<file path="config.mk">
export PLATFORM = sky130hd
export DESIGN_NAME = rail_ramp_sequencer
export DESIGN_NICKNAME = d
export VERILOG_FILES = /design/src/rtl/rail_seq_pkg.sv /design/src/rtl/rail_seq_div.sv /design/src/rtl/rail_seq_ramp.sv /design/src/rtl/rail_seq_pd.sv /design/src/rtl/rail_ramp_sequencer.sv
export SDC_FILE = /design/constraint.sdc
export NUM_CORES = 1
export LEC_CHECK = 0
export BUFFER_PORTS_ARGS = -buffer_cell sky130_fd_sc_hd__buf_4
export CAP_MARGIN = 0
export CORE_MARGIN = 3
export CORE_UTILIZATION = 41
export CTS_CLUSTER_DIAMETER = 120
export CTS_CLUSTER_SIZE = 8
export DETAILED_ROUTE_END_ITERATION = 6
export GPL_TIMING_DRIVEN = 0
export PLACE_DENSITY = 0.71
export SETUP_SLACK_MARGIN = 0.1
export SLEW_MARGIN = 20
export SYNTH_ARGS = -nofsm -noshare
export SYNTH_HDL_FRONTEND = slang
export SYNTH_HIERARCHICAL = 1
export SYNTH_SLANG_ARGS = --single-unit
</file>
<file path="constraint.sdc">
create_clock -name clk -period 10.8 [get_ports clk]
set_input_delay 0 -clock clk [delete_from_list [all_inputs] [get_ports clk]]
set_output_delay 0 -clock clk [all_outputs]
set_load 0.01 [all_outputs]
</file>
<file path="src/rtl/rail_seq_pkg.sv">
package rail_seq_pkg;

    typedef enum logic [2:0] {
        ST_OFF     = 3'd0,
        ST_ON_DLY  = 3'd1,
        ST_RISE    = 3'd2,
        ST_ON      = 3'd3,
        ST_OFF_DLY = 3'd4,
        ST_FALL    = 3'd5,
        ST_HOLD    = 3'd6
    } rail_state_e;

    typedef enum logic [1:0] {
        CMD_OFF = 2'd0,
        CMD_NOM = 2'd1,
        CMD_MLO = 2'd2,
        CMD_MHI = 2'd3
    } rail_cmd_e;

    // Step counts below this (0.25 ms at 0.1 ms per tick) jump instead of ramping
    localparam int SKIP_TICKS = 3;

    function automatic logic is_jump(input logic [31:0] steps);
        return steps < 32'(SKIP_TICKS);
    endfunction

endpackage

</file>
<file path="src/rtl/rail_seq_div.sv">
module rail_seq_div #(
    parameter int DVD_W = 12,
    parameter int DVS_W = 20
) (
    input  logic             clk,
    input  logic             rst,
    input  logic             start,
    input  logic [DVD_W-1:0] dividend,
    input  logic [DVS_W-1:0] divisor,
    output logic             busy,
    output logic [DVD_W-1:0] quo,
    output logic [DVS_W-1:0] rem
);
    localparam int CNT_W = $clog2(DVD_W + 1);

    logic [CNT_W-1:0] left;
    logic [DVD_W-1:0] shq;
    logic [DVS_W:0]   acc;
    logic [DVS_W:0]   dvs_q;
    logic [DVS_W:0]   trial;
    logic             fits;

    always_comb begin
        trial = {acc[DVS_W-1:0], shq[DVD_W-1]};
        fits  = trial >= dvs_q;
    end

    always_ff @(posedge clk) begin
        if (rst) begin
            left  <= '0;
            shq   <= '0;
            acc   <= '0;
            dvs_q <= '0;
        end else if (start) begin
            left  <= CNT_W'(DVD_W);
            shq   <= dividend;
            acc   <= '0;
            dvs_q <= {1'b0, divisor};
        end else if (left != '0) begin
            acc  <= fits ? trial - dvs_q : trial;
            shq  <= {shq[DVD_W-2:0], fits};
            left <= left - 1'b1;
        end
    end

    assign busy = left != '0;
    assign quo  = shq;
    assign rem  = acc[DVS_W-1:0];

    // the remainder of a finished division is below the divisor
    a_r2_rem_below_divisor: assert property (@(posedge clk) disable iff (rst)
        $fell(busy) |-> (acc < dvs_q));

endmodule

</file>
<file path="src/rtl/rail_seq_ramp.sv">
module rail_seq_ramp
    import rail_seq_pkg::*;
#(
    parameter int CODE_W = 12,
    parameter int STEP_W = 20
) (
    input  logic              clk,
    input  logic              rst,
    input  logic              tick,
    input  logic              start,
    input  logic              freeze,
    input  logic              zero,
    input  logic [CODE_W-1:0] to_code,
    input  logic [STEP_W-1:0] steps,
    output logic [CODE_W-1:0] sp,
    output logic              done
);
    typedef enum logic [1:0] {PH_IDLE, PH_DIV, PH_STEP} ph_e;

    ph_e               ph;
    logic              up;
    logic [CODE_W-1:0] to_q;
    logic [STEP_W-1:0] n_q;
    logic [STEP_W-1:0] cnt;
    logic [STEP_W:0]   err;
    logic              jump;
    logic [CODE_W-1:0] delta;
    logic              div_go;
    logic              div_busy;
    logic [CODE_W-1:0] quo;
    logic [STEP_W-1:0] rem;
    logic [STEP_W:0]   err_sum;
    logic              carry;
    logic [CODE_W-1:0] inc;

    always_comb begin
        jump    = is_jump(32'(steps));
        delta   = (to_code >= sp) ? to_code - sp : sp - to_code;
        div_go  = start && !jump && !zero && !freeze;
        err_sum = err + {1'b0, rem};
        carry   = err_sum >= {1'b0, n_q};
        inc     = quo + CODE_W'(carry);
    end

    rail_seq_div #(.DVD_W(CODE_W), .DVS_W(STEP_W)) u_div (
        .clk      (clk),
        .rst      (rst),
        .start    (div_go),
        .dividend (delta),
        .divisor  (steps),
        .busy     (div_busy),
        .quo      (quo),
        .rem      (rem)
    );

    always_ff @(posedge clk) begin
        if (rst) begin
            ph   <= PH_IDLE;
            up   <= 1'b0;
            to_q <= '0;
            n_q  <= '0;
            cnt  <= '0;
            err  <= '0;
            sp   <= '0;
            done <= 1'b0;
        end else begin
            done <= 1'b0;
            if (zero) begin
                sp <= '0;
                ph <= PH_IDLE;
            end else if (freeze) begin
                ph <= PH_IDLE;
            end else if (start) begin
                if (jump) begin
                    sp <= to_code;
                    ph <= PH_IDLE;
                end else begin
                    up   <= to_code >= sp;
                    to_q <= to_code;
                    n_q  <= steps;
                    ph   <= PH_DIV;
                end
            end else begin
                case (ph)
                    PH_DIV: if (!div_busy) begin
                        err <= '0;
                        cnt <= '0;
                        ph  <= PH_STEP;
                    end
                    PH_STEP: if (tick) begin
                        sp  <= up ? sp + inc : sp - inc;
                        err <= carry ? err_sum - {1'b0, n_q} : err_sum;
                        cnt <= cnt + 1'b1;
                        if (cnt == n_q - 1'b1) begin
                            ph   <= PH_IDLE;
                            done <= 1'b1;
                        end
                    end
                    default: ;
                endcase
            end
        end
    end

    // a running ramp never passes its target
    a_r2_no_overshoot: assert property (@(posedge clk) disable iff (rst)
        (ph == PH_STEP) |-> (up ? (sp <= to_q) : (sp >= to_q)));

    // a short step count lands the setpoint on the target at once
    a_r3_jump_lands: assert property (@(posedge clk) disable iff (rst)
        (start && jump && !zero && !freeze) |=> (sp == $past(to_code)));

endmodule

</file>
<file path="src/rtl/rail_seq_pd.sv">
module rail_seq_pd #(
    parameter int TIME_W = 20
) (
    input  logic              clk,
    input  logic              rst,
    input  logic              tick,
    input  logic              run_in,
    input  logic [TIME_W-1:0] hold_t,
    output logic              pd
);
    logic              run_q;
    logic [TIME_W-1:0] cnt;
    logic              fall_seen;

    assign fall_seen = run_q && !run_in;

    always_ff @(posedge clk) begin
        run_q <= run_in;
        if (rst) begin
            cnt <= '0;
        end else if (fall_seen) begin
            cnt <= hold_t;
        end else if (tick && cnt != '0) begin
            cnt <= cnt - 1'b1;
        end
    end

    assign pd = cnt != '0;

    // a falling edge on the run pin starts the pull-down
    a_r7_pd_on_fall: assert property (@(posedge clk) disable iff (rst)
        ($fell(run_in) && hold_t != '0) |=> pd);

endmodule

</file>
<file path="src/rtl/rail_ramp_sequencer.sv">
module rail_ramp_sequencer
    import rail_seq_pkg::*;
#(
    parameter int CODE_W = 12,
    parameter int TIME_W = 20
) (
    input  logic              clk,
    input  logic              rst,
    input  logic              tick,
    input  logic              run_in,
    input  logic [1:0]        op_cmd,
    input  logic [CODE_W-1:0] v_nom,
    input  logic [CODE_W-1:0] v_mlo,
    input  logic [CODE_W-1:0] v_mhi,
    input  logic [TIME_W-1:0] on_dly,
    input  logic [TIME_W-1:0] rise_t,
    input  logic [TIME_W-1:0] off_dly,
    input  logic [TIME_W-1:0] fall_t,
    input  logic [TIME_W-1:0] ton_max,
    input  logic [TIME_W-1:0] restart_t,
    input  logic              uv_ok,
    output logic [CODE_W-1:0] setpoint,
    output logic              run_pd,
    output logic              ton_fault,
    output logic [2:0]        state
);
    rail_state_e       st, nx;
    logic [TIME_W-1:0] dly;
    logic [TIME_W-1:0] ton_cnt;
    logic              uv_seen;
    logic              fault;
    logic              en;
    logic              ton_on;
    logic              ton_hit;
    logic [CODE_W-1:0] target;
    logic              r_start, r_freeze, r_zero, r_done;
    logic [CODE_W-1:0] r_to;
    logic [TIME_W-1:0] r_steps;
    logic              ld;
    logic [TIME_W-1:0] ld_val;

    always_comb begin
        en     = run_in && (rail_cmd_e'(op_cmd) != CMD_OFF);
        ton_on = (st == ST_RISE) || (st == ST_ON);
        ton_hit = ton_on && (ton_max != '0) && !uv_seen && !uv_ok && (ton_cnt >= ton_max);
        case (rail_cmd_e'(op_cmd))
            CMD_MLO: target = v_mlo;
            CMD_MHI: target = v_mhi;
            default: target = v_nom;
        endcase
    end

    always_comb begin
        nx       = st;
        r_start  = 1'b0;
        r_freeze = 1'b0;
        r_zero   = 1'b0;
        r_to     = target;
        r_steps  = rise_t;
        ld       = 1'b0;
        ld_val   = '0;
        case (st)
            ST_OFF: if (en && !fault) begin
                nx = ST_ON_DLY; ld = 1'b1; ld_val = on_dly;
            end
            ST_ON_DLY: if (!en) begin
                nx = ST_OFF_DLY; ld = 1'b1; ld_val = off_dly;
            end else if (dly == '0) begin
                r_start = 1'b1;
                nx = is_jump(32'(rise_t)) ? ST_ON : ST_RISE;
            end
            ST_RISE: if (ton_hit) begin
                r_zero = 1'b1; nx = ST_OFF;
            end else if (!en) begin
                r_freeze = 1'b1; nx = ST_OFF_DLY; ld = 1'b1; ld_val = off_dly;
            end else if (r_done) begin
                nx = ST_ON;
            end
            ST_ON: if (ton_hit) begin
                r_zero = 1'b1; nx = ST_OFF;
            end else if (!en) begin
                nx = ST_OFF_DLY; ld = 1'b1; ld_val = off_dly;
            end else if (setpoint != target) begin
                r_start = 1'b1;
                nx = is_jump(32'(rise_t)) ? ST_ON : ST_RISE;
            end
            ST_OFF_DLY: if (en) begin
                nx = ST_HOLD; ld = 1'b1; ld_val = restart_t;
            end else if (dly == '0) begin
                r_start = 1'b1; r_to = '0; r_steps = fall_t;
                nx = is_jump(32'(fall_t)) ? ST_OFF : ST_FALL;
            end
            ST_FALL: if (en) begin
                r_freeze = 1'b1; nx = ST_HOLD; ld = 1'b1; ld_val = restart_t;
            end else if (r_done) begin
                nx = ST_OFF;
            end
            ST_HOLD: if (!en) begin
                nx = ST_OFF_DLY; ld = 1'b1; ld_val = off_dly;
            end else if (dly == '0) begin
                nx = ST_ON_DLY; ld = 1'b1; ld_val = on_dly;
            end
            default: nx = ST_OFF;
        endcase
    end

    always_ff @(posedge clk) begin
        if (rst) begin
            st      <= ST_OFF;
            dly     <= '0;
            ton_cnt <= '0;
            uv_seen <= 1'b0;
            fault   <= 1'b0;
        end else begin
            st <= nx;
            if (ld)
                dly <= ld_val;
            else if (tick && dly != '0)
                dly <= dly - 1'b1;
            if (!ton_on) begin
                ton_cnt <= '0;
                uv_seen <= 1'b0;
            end else begin
                if (uv_ok)
                    uv_seen <= 1'b1;
                if (tick && !uv_seen && ton_cnt < ton_max)
                    ton_cnt <= ton_cnt + 1'b1;
            end
            if (ton_hit)
                fault <= 1'b1;
            else if (!en)
                fault <= 1'b0;
        end
    end

    rail_seq_ramp #(.CODE_W(CODE_W), .STEP_W(TIME_W)) u_ramp (
        .clk     (clk),
        .rst     (rst),
        .tick    (tick),
        .start   (r_start),
        .freeze  (r_freeze),
        .zero    (r_zero),
        .to_code (r_to),
        .steps   (r_steps),
        .sp      (setpoint),
        .done    (r_done)
    );

    rail_seq_pd #(.TIME_W(TIME_W)) u_pd (
        .clk    (clk),
        .rst    (rst),
        .tick   (tick),
        .run_in (run_in),
        .hold_t (restart_t),
        .pd     (run_pd)
    );

    assign ton_fault = fault;
    assign state     = st;

    // the setpoint does not move during the turn-off delay
    a_r5_offdly_holds: assert property (@(posedge clk) disable iff (rst)
        (st == ST_OFF_DLY) |=> (st != ST_OFF_DLY || $stable(setpoint)));

    // the setpoint is frozen during the restart hold
    a_r6_hold_frozen: assert property (@(posedge clk) disable iff (rst)
        (st == ST_HOLD) |=> (st != ST_HOLD || $stable(setpoint)));

    // a latched turn-on fault keeps the rail off at zero
    a_r8_fault_parks: assert property (@(posedge clk) disable iff (rst)
        ton_fault |-> (st == ST_OFF && setpoint == '0));

    // the unused state code never appears
    a_r10_state_legal: assert property (@(posedge clk) disable iff (rst)
        state != 3'd7);

endmodule

</file>
Yosys cells after proc, flatten, opt, wreduce, memory -nomap -nowiden
Cells that the tools add are included.
{"block": "totals", "regBits": 199}
{"block": "op_classes", "n_addsub": 14, "n_lt_le_gt_ge": 8, "eq_ne": 26, "muxes": 79, "n_bitwise": 7, "n_reduce_logical": 48}
{"op": "20-bit two-way mux", "count": 16}
{"op": "12-bit two-way mux", "count": 11}
{"op": "20-bit case mux with 5 select lines", "count": 1}
{"op": "21-bit two-way mux", "count": 3}
{"op": "20-bit by 2-bit < comparator with 1-bit output (second input constant)", "count": 3}
{"op": "20-bit nonzero test", "count": 3}
{"op": "20-bit by 1-bit subtractor with 20-bit output (second input constant)", "count": 3}
{"op": "3-bit two-way mux", "count": 16}
{"op": "21-bit by 20-bit greater-or-equal comparator with 1-bit output", "count": 2}
{"op": "21-bit case mux with 2 select lines", "count": 1}
{"op": "20-bit by 1-bit adder with 20-bit output (second input constant)", "count": 2}
{"op": "20-bit case mux with 2 select lines", "count": 1}
{"op": "12-bit subtractor", "count": 3}
{"op": "12-bit case mux with 2 select lines", "count": 1}
{"op": "21-bit by 20-bit adder with 21-bit output", "count": 1}
{"op": "3-bit case mux with 7 select lines", "count": 1}
{"op": "21-bit by 20-bit subtractor with 21-bit output", "count": 1}
{"op": "20-bit equality test", "count": 1}
{"op": "20-bit greater-or-equal comparator", "count": 1}
{"op": "20-bit logical NOT", "count": 1}
{"op": "20-bit < comparator", "count": 1}
{"op": "20-bit subtractor", "count": 1}
{"op": "1-bit two-way mux", "count": 18}
{"op": "1-bit logical AND", "count": 14}
{"op": "35 further kinds", "count": 76}

Longest topological paths before layout
{"block": "logic_depth", "word_depth": 12, "mapped_depth": 34, "ltp_nobuf": 32}

Cells and area by module
Netlist, hierarchy kept.
{"module": "rail_seq_ramp", "n_inst": 1, "cells_each": 1104, "area_per_inst_um2": 8242.9, "seq_area_each_um2": 1541.5}
{"module": "rail_ramp_sequencer", "n_inst": 1, "cells_each": 543, "area_per_inst_um2": 4260.3, "seq_area_each_um2": 900.9}
{"module": "rail_seq_div", "n_inst": 1, "cells_each": 418, "area_per_inst_um2": 3410.8, "seq_area_each_um2": 1121.1}
{"module": "rail_seq_pd", "n_inst": 1, "cells_each": 165, "area_per_inst_um2": 1327.5, "seq_area_each_um2": 420.4}

Worst setup path before layout
Ideal clock, no wire load.
{"block": "synth_timing", "path_type": "register to register", "start": "register u_ramp.u_div.acc[0]", "end": "register u_ramp.sp[10]", "setup_time_ps": 91, "arrival_time_ps": 6932, "t_required_ps": 10709, "path_slack_ps": 3777, "path_stages_with_launch": 35, "path_buffers": 2, "synth_period_minus_slack_ps": 7023, "cell_sequence": "dfxtp_1 ha_1 inv_1 fa_1 nand2b_1 a211oi_1 o41a_1 a31oi_1 o21bai_1 xor2_1 ha_1 inv_1 o31ai_1 a2111oi_0 a211oi_1 nand4_1 o21a_1 nand2_1 buf_2 ha_1 buf_1 xnor2_1 ha_1 nor2_1 xnor2_1 xnor2_1 ha_1 a21o_1 a21oi_1 o21ai_0 a2111oi_0 nor3_1 a311oi_1 xor2_1 a311oi_1"}
{"block": "synth_via", "elab_chain_cells": 8, "elab_cells_between_ends": 9}
{"item": "start, declared", "line": "rail_seq_div.sv:18", "source": "logic [DVS_W:0] acc;"}
{"item": "start signal, assigned", "line": "rail_seq_div.sv:40", "source": "acc <= fits ? trial - dvs_q : trial;"}
{"item": "21-bit by 20-bit adder with 21-bit output (*)", "line": "rail_seq_ramp.sv:40", "source": "err_sum = err + {1'b0, rem};"}
{"item": "21-bit by 20-bit greater-or-equal comparator with 1-bit output (*)", "line": "rail_seq_ramp.sv:41", "source": "carry = err_sum >= {1'b0, n_q};"}
{"item": "12-bit by 1-bit adder with 12-bit output (*)", "line": "rail_seq_ramp.sv:42", "source": "inc = quo + CODE_W'(carry);"}
{"item": "12-bit subtractor / 12-bit adder (equally long branches)", "line": "rail_seq_ramp.sv:91", "source": "sp <= up ? sp + inc : sp - inc;"}
{"item": "12-bit two-way mux (*)", "line": "rail_seq_ramp.sv:91"}
{"item": "12-bit two-way mux (*)", "line": "rail_seq_ramp.sv:90", "source": "PH_STEP: if (tick) begin"}
{"item": "12-bit two-way mux (*)", "line": "rail_seq_ramp.sv:84", "source": "case (ph)"}
{"item": "12-bit two-way mux (*)", "line": "rail_seq_ramp.sv:73", "source": "end else if (start) begin"}
{"item": "end signal, assigned", "line": "rail_seq_ramp.sv:75", "source": "sp <= to_code;"}
{"item": "end signal, assigned", "line": "rail_seq_ramp.sv:91"}
{"item": "end, declared", "line": "rail_seq_ramp.sv:15", "source": "output logic [CODE_W-1:0] sp,"}
Mark *: on every way between the ends. The rest lies on a longest branch, timed or not. The select of a mux whose other input is x is not followed.
A chain may end at the register's enable or synchronous reset.

Final worst setup path
Same ends and word-level chain as after synthesis.

==> impl_metrics.ini <==
[detailed_routing]
post-route-drc-count = 0
wirelength_mm = 59.3
wire_per_inst_um = 19.5
drt_pass1_iterations = 7
first_iter_violations = 1626
drtAntennaViolNets = 0
dr_total_vias = 18100
viasPerCell = 5.95

[run_status]
status = completed

[worst_setup_path]
crit_fanout = 11
crit_top_cell = ha_1
required_ns = 11.17
reg2regPathDepth = 33
r2r_slack_ns = 2.13
cp-start-kind = flop
r2r_start = u_ramp/u_div/acc[0]
slowest_stage = a211oi_1
r2r_end = u_ramp/sp[10]
arrival_ns = 9.04
endpoint_kind = flop
critPathMaxStageDelay_ns = 0.51
crit_type = reg2reg

[clock_network]
clk_pin_slew_ns = 0.08
clock_path_buffers = 2
cts.htree.levels = 4
postCtsHoldBufs = 63
root_buffer = clkbuf_16
cts.sinks = 199
clk_latency_ns = 0.46
numCtsBuffers = 17
cts_tree = done
cts_setup_buffers = 0
post_cts_resized = 0

[synthesis]
syn_nets = 2528
syn-mean-instance-area_sq_um = 7.73
synthArstFlopShare_pct = 0
synth_cell_type_count = 99
ys.flop_type = dfxtp_1
synth_seq_cells = 199
synth.cell_area_sq_mm = 0.0172
ys_seq_area_share_pct = 23.1
synthCells = 2230
ys_warn_count = 6
synth_edf_count = 0

[sta]
slew_headroom_pct = 16.5
finalCritPeriodShare_pct = 80.3
max_freq_ghz = 0.115
min_period_ns = 8.67
setup_ws_ns = 2.13
finClkSkew_ns = 0.0189
finalHoldViolCount = 0
setup_tns_ns = 0
worst_pin_slew_ns = 1.24
whs_ns = 0.0157
slew_viol_final = 0
rsz0062_at_grt = no
setup_viol = 0

[power]
switchingPower_mw = 2.00
p_int_mw = 2.24
p_leak_nw = 8.22
switching_share_pct = 47.2
pwr-share-comb_pct = 61.4
power.share.sequential_pct = 22.2
power.total_mw = 4.24
clockPowerShare_pct = 16.3
peakVddDrop_mv = 0.119
p_per_area_mw_per_mm2 = 207

[global_routing]
grt_first_pass_wirelength_mm = 91.2
grt_usage_pct = 25.5
antenna_found_initial = 1
overflow = 0
grt_max_degree = 24
grt_pass1_vias = 16900

[die]
io_pins = 180
chipWidth_um = 211
die_y_um = 211
num_rows = 74
coreArea_sq_mm = 0.0412
dieArea_sq_mm = 0.0445
start_util_pct = 41.8

[hold_path]
whs_endpoint = u_ramp/u_div/dvs_q[0]
min-delay-start = rise_t[0]
hp-class = in2reg
holdPathStages = 4

[placed_design]
dp_cells = 2940
dpl_worst_slack_ns = 2.36
portBuffers = 178
post-dp-hpwl_mm = 46.8
gp_congestion = 1.02

[cells_and_area]
nets = 2788
area_delta_synth_final_pct = 19.0
stdcell_count = 3036
post_route_cells_drive_above_1_share_pct = 12.3

[run]
maxCapViolCount = 0
cells in the mapped netlist, drive strengths merged, types with 7 or more instances:
library cell | number | area [sq um]
a2111oi | 10 | 87.6
a211oi | 42 | 338
a21o | 39 | 293
a21oi | 163 | 820
a221o | 11 | 110
a22oi | 24 | 185
a311oi | 18 | 158
a31o | 7 | 61.3
a31oi | 24 | 171
and2 | 11 | 68.8
and3 | 18 | 113
and4 | 13 | 114
buf | 28 | 181
clkbuf | 84 | 315
dfxtp | 199 | 3980
ha | 129 | 1610
inv | 139 | 522
mux2 | 21 | 236
mux2i | 58 | 581
nand2 | 196 | 741
nand2b | 14 | 87.6
nand3 | 59 | 300
nand4 | 39 | 244
nand4b | 11 | 96.3
nor2 | 213 | 800
nor2b | 13 | 88.8
nor3 | 62 | 337
nor4 | 49 | 334
nor4b | 7 | 61.3
o211ai | 18 | 135
o21a | 15 | 120
o21ai | 92 | 464
o21bai | 12 | 90.1
o221ai | 15 | 131
o31a | 8 | 70.1
o31ai | 27 | 216
or2 | 14 | 87.6
or3 | 27 | 169
or4 | 19 | 158
xnor2 | 116 | 1020
xor2 | 78 | 683
worst max-delay path, delay by kind of cell (launching register included):
family,cells,cell delay [ns]
compound gates,15,3.80
fa+ha+maj,6,1.98
buf+inv,4,0.95
simple gates,5,0.84
xor+xnor,3,0.55
flops,1,0.45
how the worst max path moves through the flow:
stage / startpoint / end / slack (ns) / depth (start not counted)
after floorplan: u_ramp/u_div/acc[0] / u_ramp/sp[10] / 3.78 / 34
after global placement: u_ramp/u_div/acc[0] / u_ramp/sp[10] / 2.45 / 34
after detailed placement: u_ramp/u_div/acc[0] / u_ramp/sp[10] / 2.36 / 34
after CTS: u_ramp/u_div/acc[0] / u_ramp/sp[10] / 2.28 / 33
after global routing: u_ramp/u_div/acc[0] / u_ramp/sp[10] / 1.67 / 34
final: u_ramp/u_div/acc[0] / u_ramp/sp[10] / 2.13 / 33
cells in the final DEF, fill, tap and decap left out, types with 18 or more instances in the layout:
| cell | instances |
|---|---|
| nor2_1 | 213 |
| dfxtp_1 | 199 |
| nand2_1 | 194 |
| buf_4 | 179 |
| a21oi_1 | 162 |
| inv_1 | 138 |
| ha_1 | 129 |
| xnor2_1 | 116 |
| o21ai_0 | 85 |
| clkbuf_1 | 84 |
| xor2_1 | 78 |
| dlygate4sd3_1 | 63 |
| nor3_1 | 58 |
| nand3_1 | 58 |
| mux2i_1 | 58 |
| nor4_1 | 45 |
| nand4_1 | 39 |
| a211oi_1 | 39 |
| a21o_1 | 39 |
| or3_1 | 27 |
| o31ai_1 | 26 |
| a22oi_1 | 23 |
| a31oi_1 | 22 |
| mux2_2 | 20 |
| and3_1 | 18 |
| a311oi_1 | 18 |
| o211ai_1 | 18 |
sequential cells by signal, summed over array words and instances, names as in the netlist, 3 cells and up:
signal,cells
u_ramp/u_div/quo,12
u_ramp/err,21
u_ramp/u_div/acc,20
dly,20
u_pd/cnt,20
u_ramp/cnt,20
ton_cnt,20
u_ramp/n_q,20
u_ramp/u_div/left,4
u_ramp/sp,12
u_ramp/u_div/dvs_q,20
state,3
power by group through the flow:
stage	registers (mW)	clock network [mW]	logic, mW
6_report	0.944	0.692	2.61
5_1_grt	0.955	0.733	2.86
4_1_cts	0.940	0.706	2.55
3_5_place_dp	0.956	0	2.48
3_3_place_gp	0.953	0	2.43
2_1_floorplan	0.919	0	1.92
layer usage:
metal	part of all wire [%]	GRT usage, %
met5	0	0
met2	44	41.0
met1	44	34.5
met4	2.9	7.71
met3	9.1	5.18
cell type report:
| type | instances | area (sq um) |
|---|---|---|
| multi-input cells | 1780 | 12200 |
| plain buffers | 112 | 497 |
| fillers | 3876 | 20700 |
| diodes | 1 | 2.50 |
| repair buffers | 241 | 1970 |
| inverters | 139 | 522 |
| flip-flops and latches | 199 | 3980 |
| clock buffers | 17 | 425 |
| well taps | 532 | 666 |
| clock inverters | 15 | 204 |
stage by stage:
stage / utilization, % / instance area [sq um]
after floorplan: - / 17200
after global placement: 46.7 / 19200
after detailed placement: 46.7 / 19200
after CTS: 49.8 / 20500
after global routing: 49.8 / 20500
final: 49.8 / 20500
cells by family after synthesis:
kind of cell | Yosys count | share of synthesized area [%]
muxes | 79 | 4.74
DFF | 199 | 23.1
AOI/OAI and AO/OA | 586 | 23.3
buffers and inverters | 251 | 5.91
adders and majority gates | 135 | 10.1
and+or+nand+nor | 786 | 23.1
xor gates and xnor gates | 194 | 9.85
Note: power is estimated with default switching activity, not from simulation.
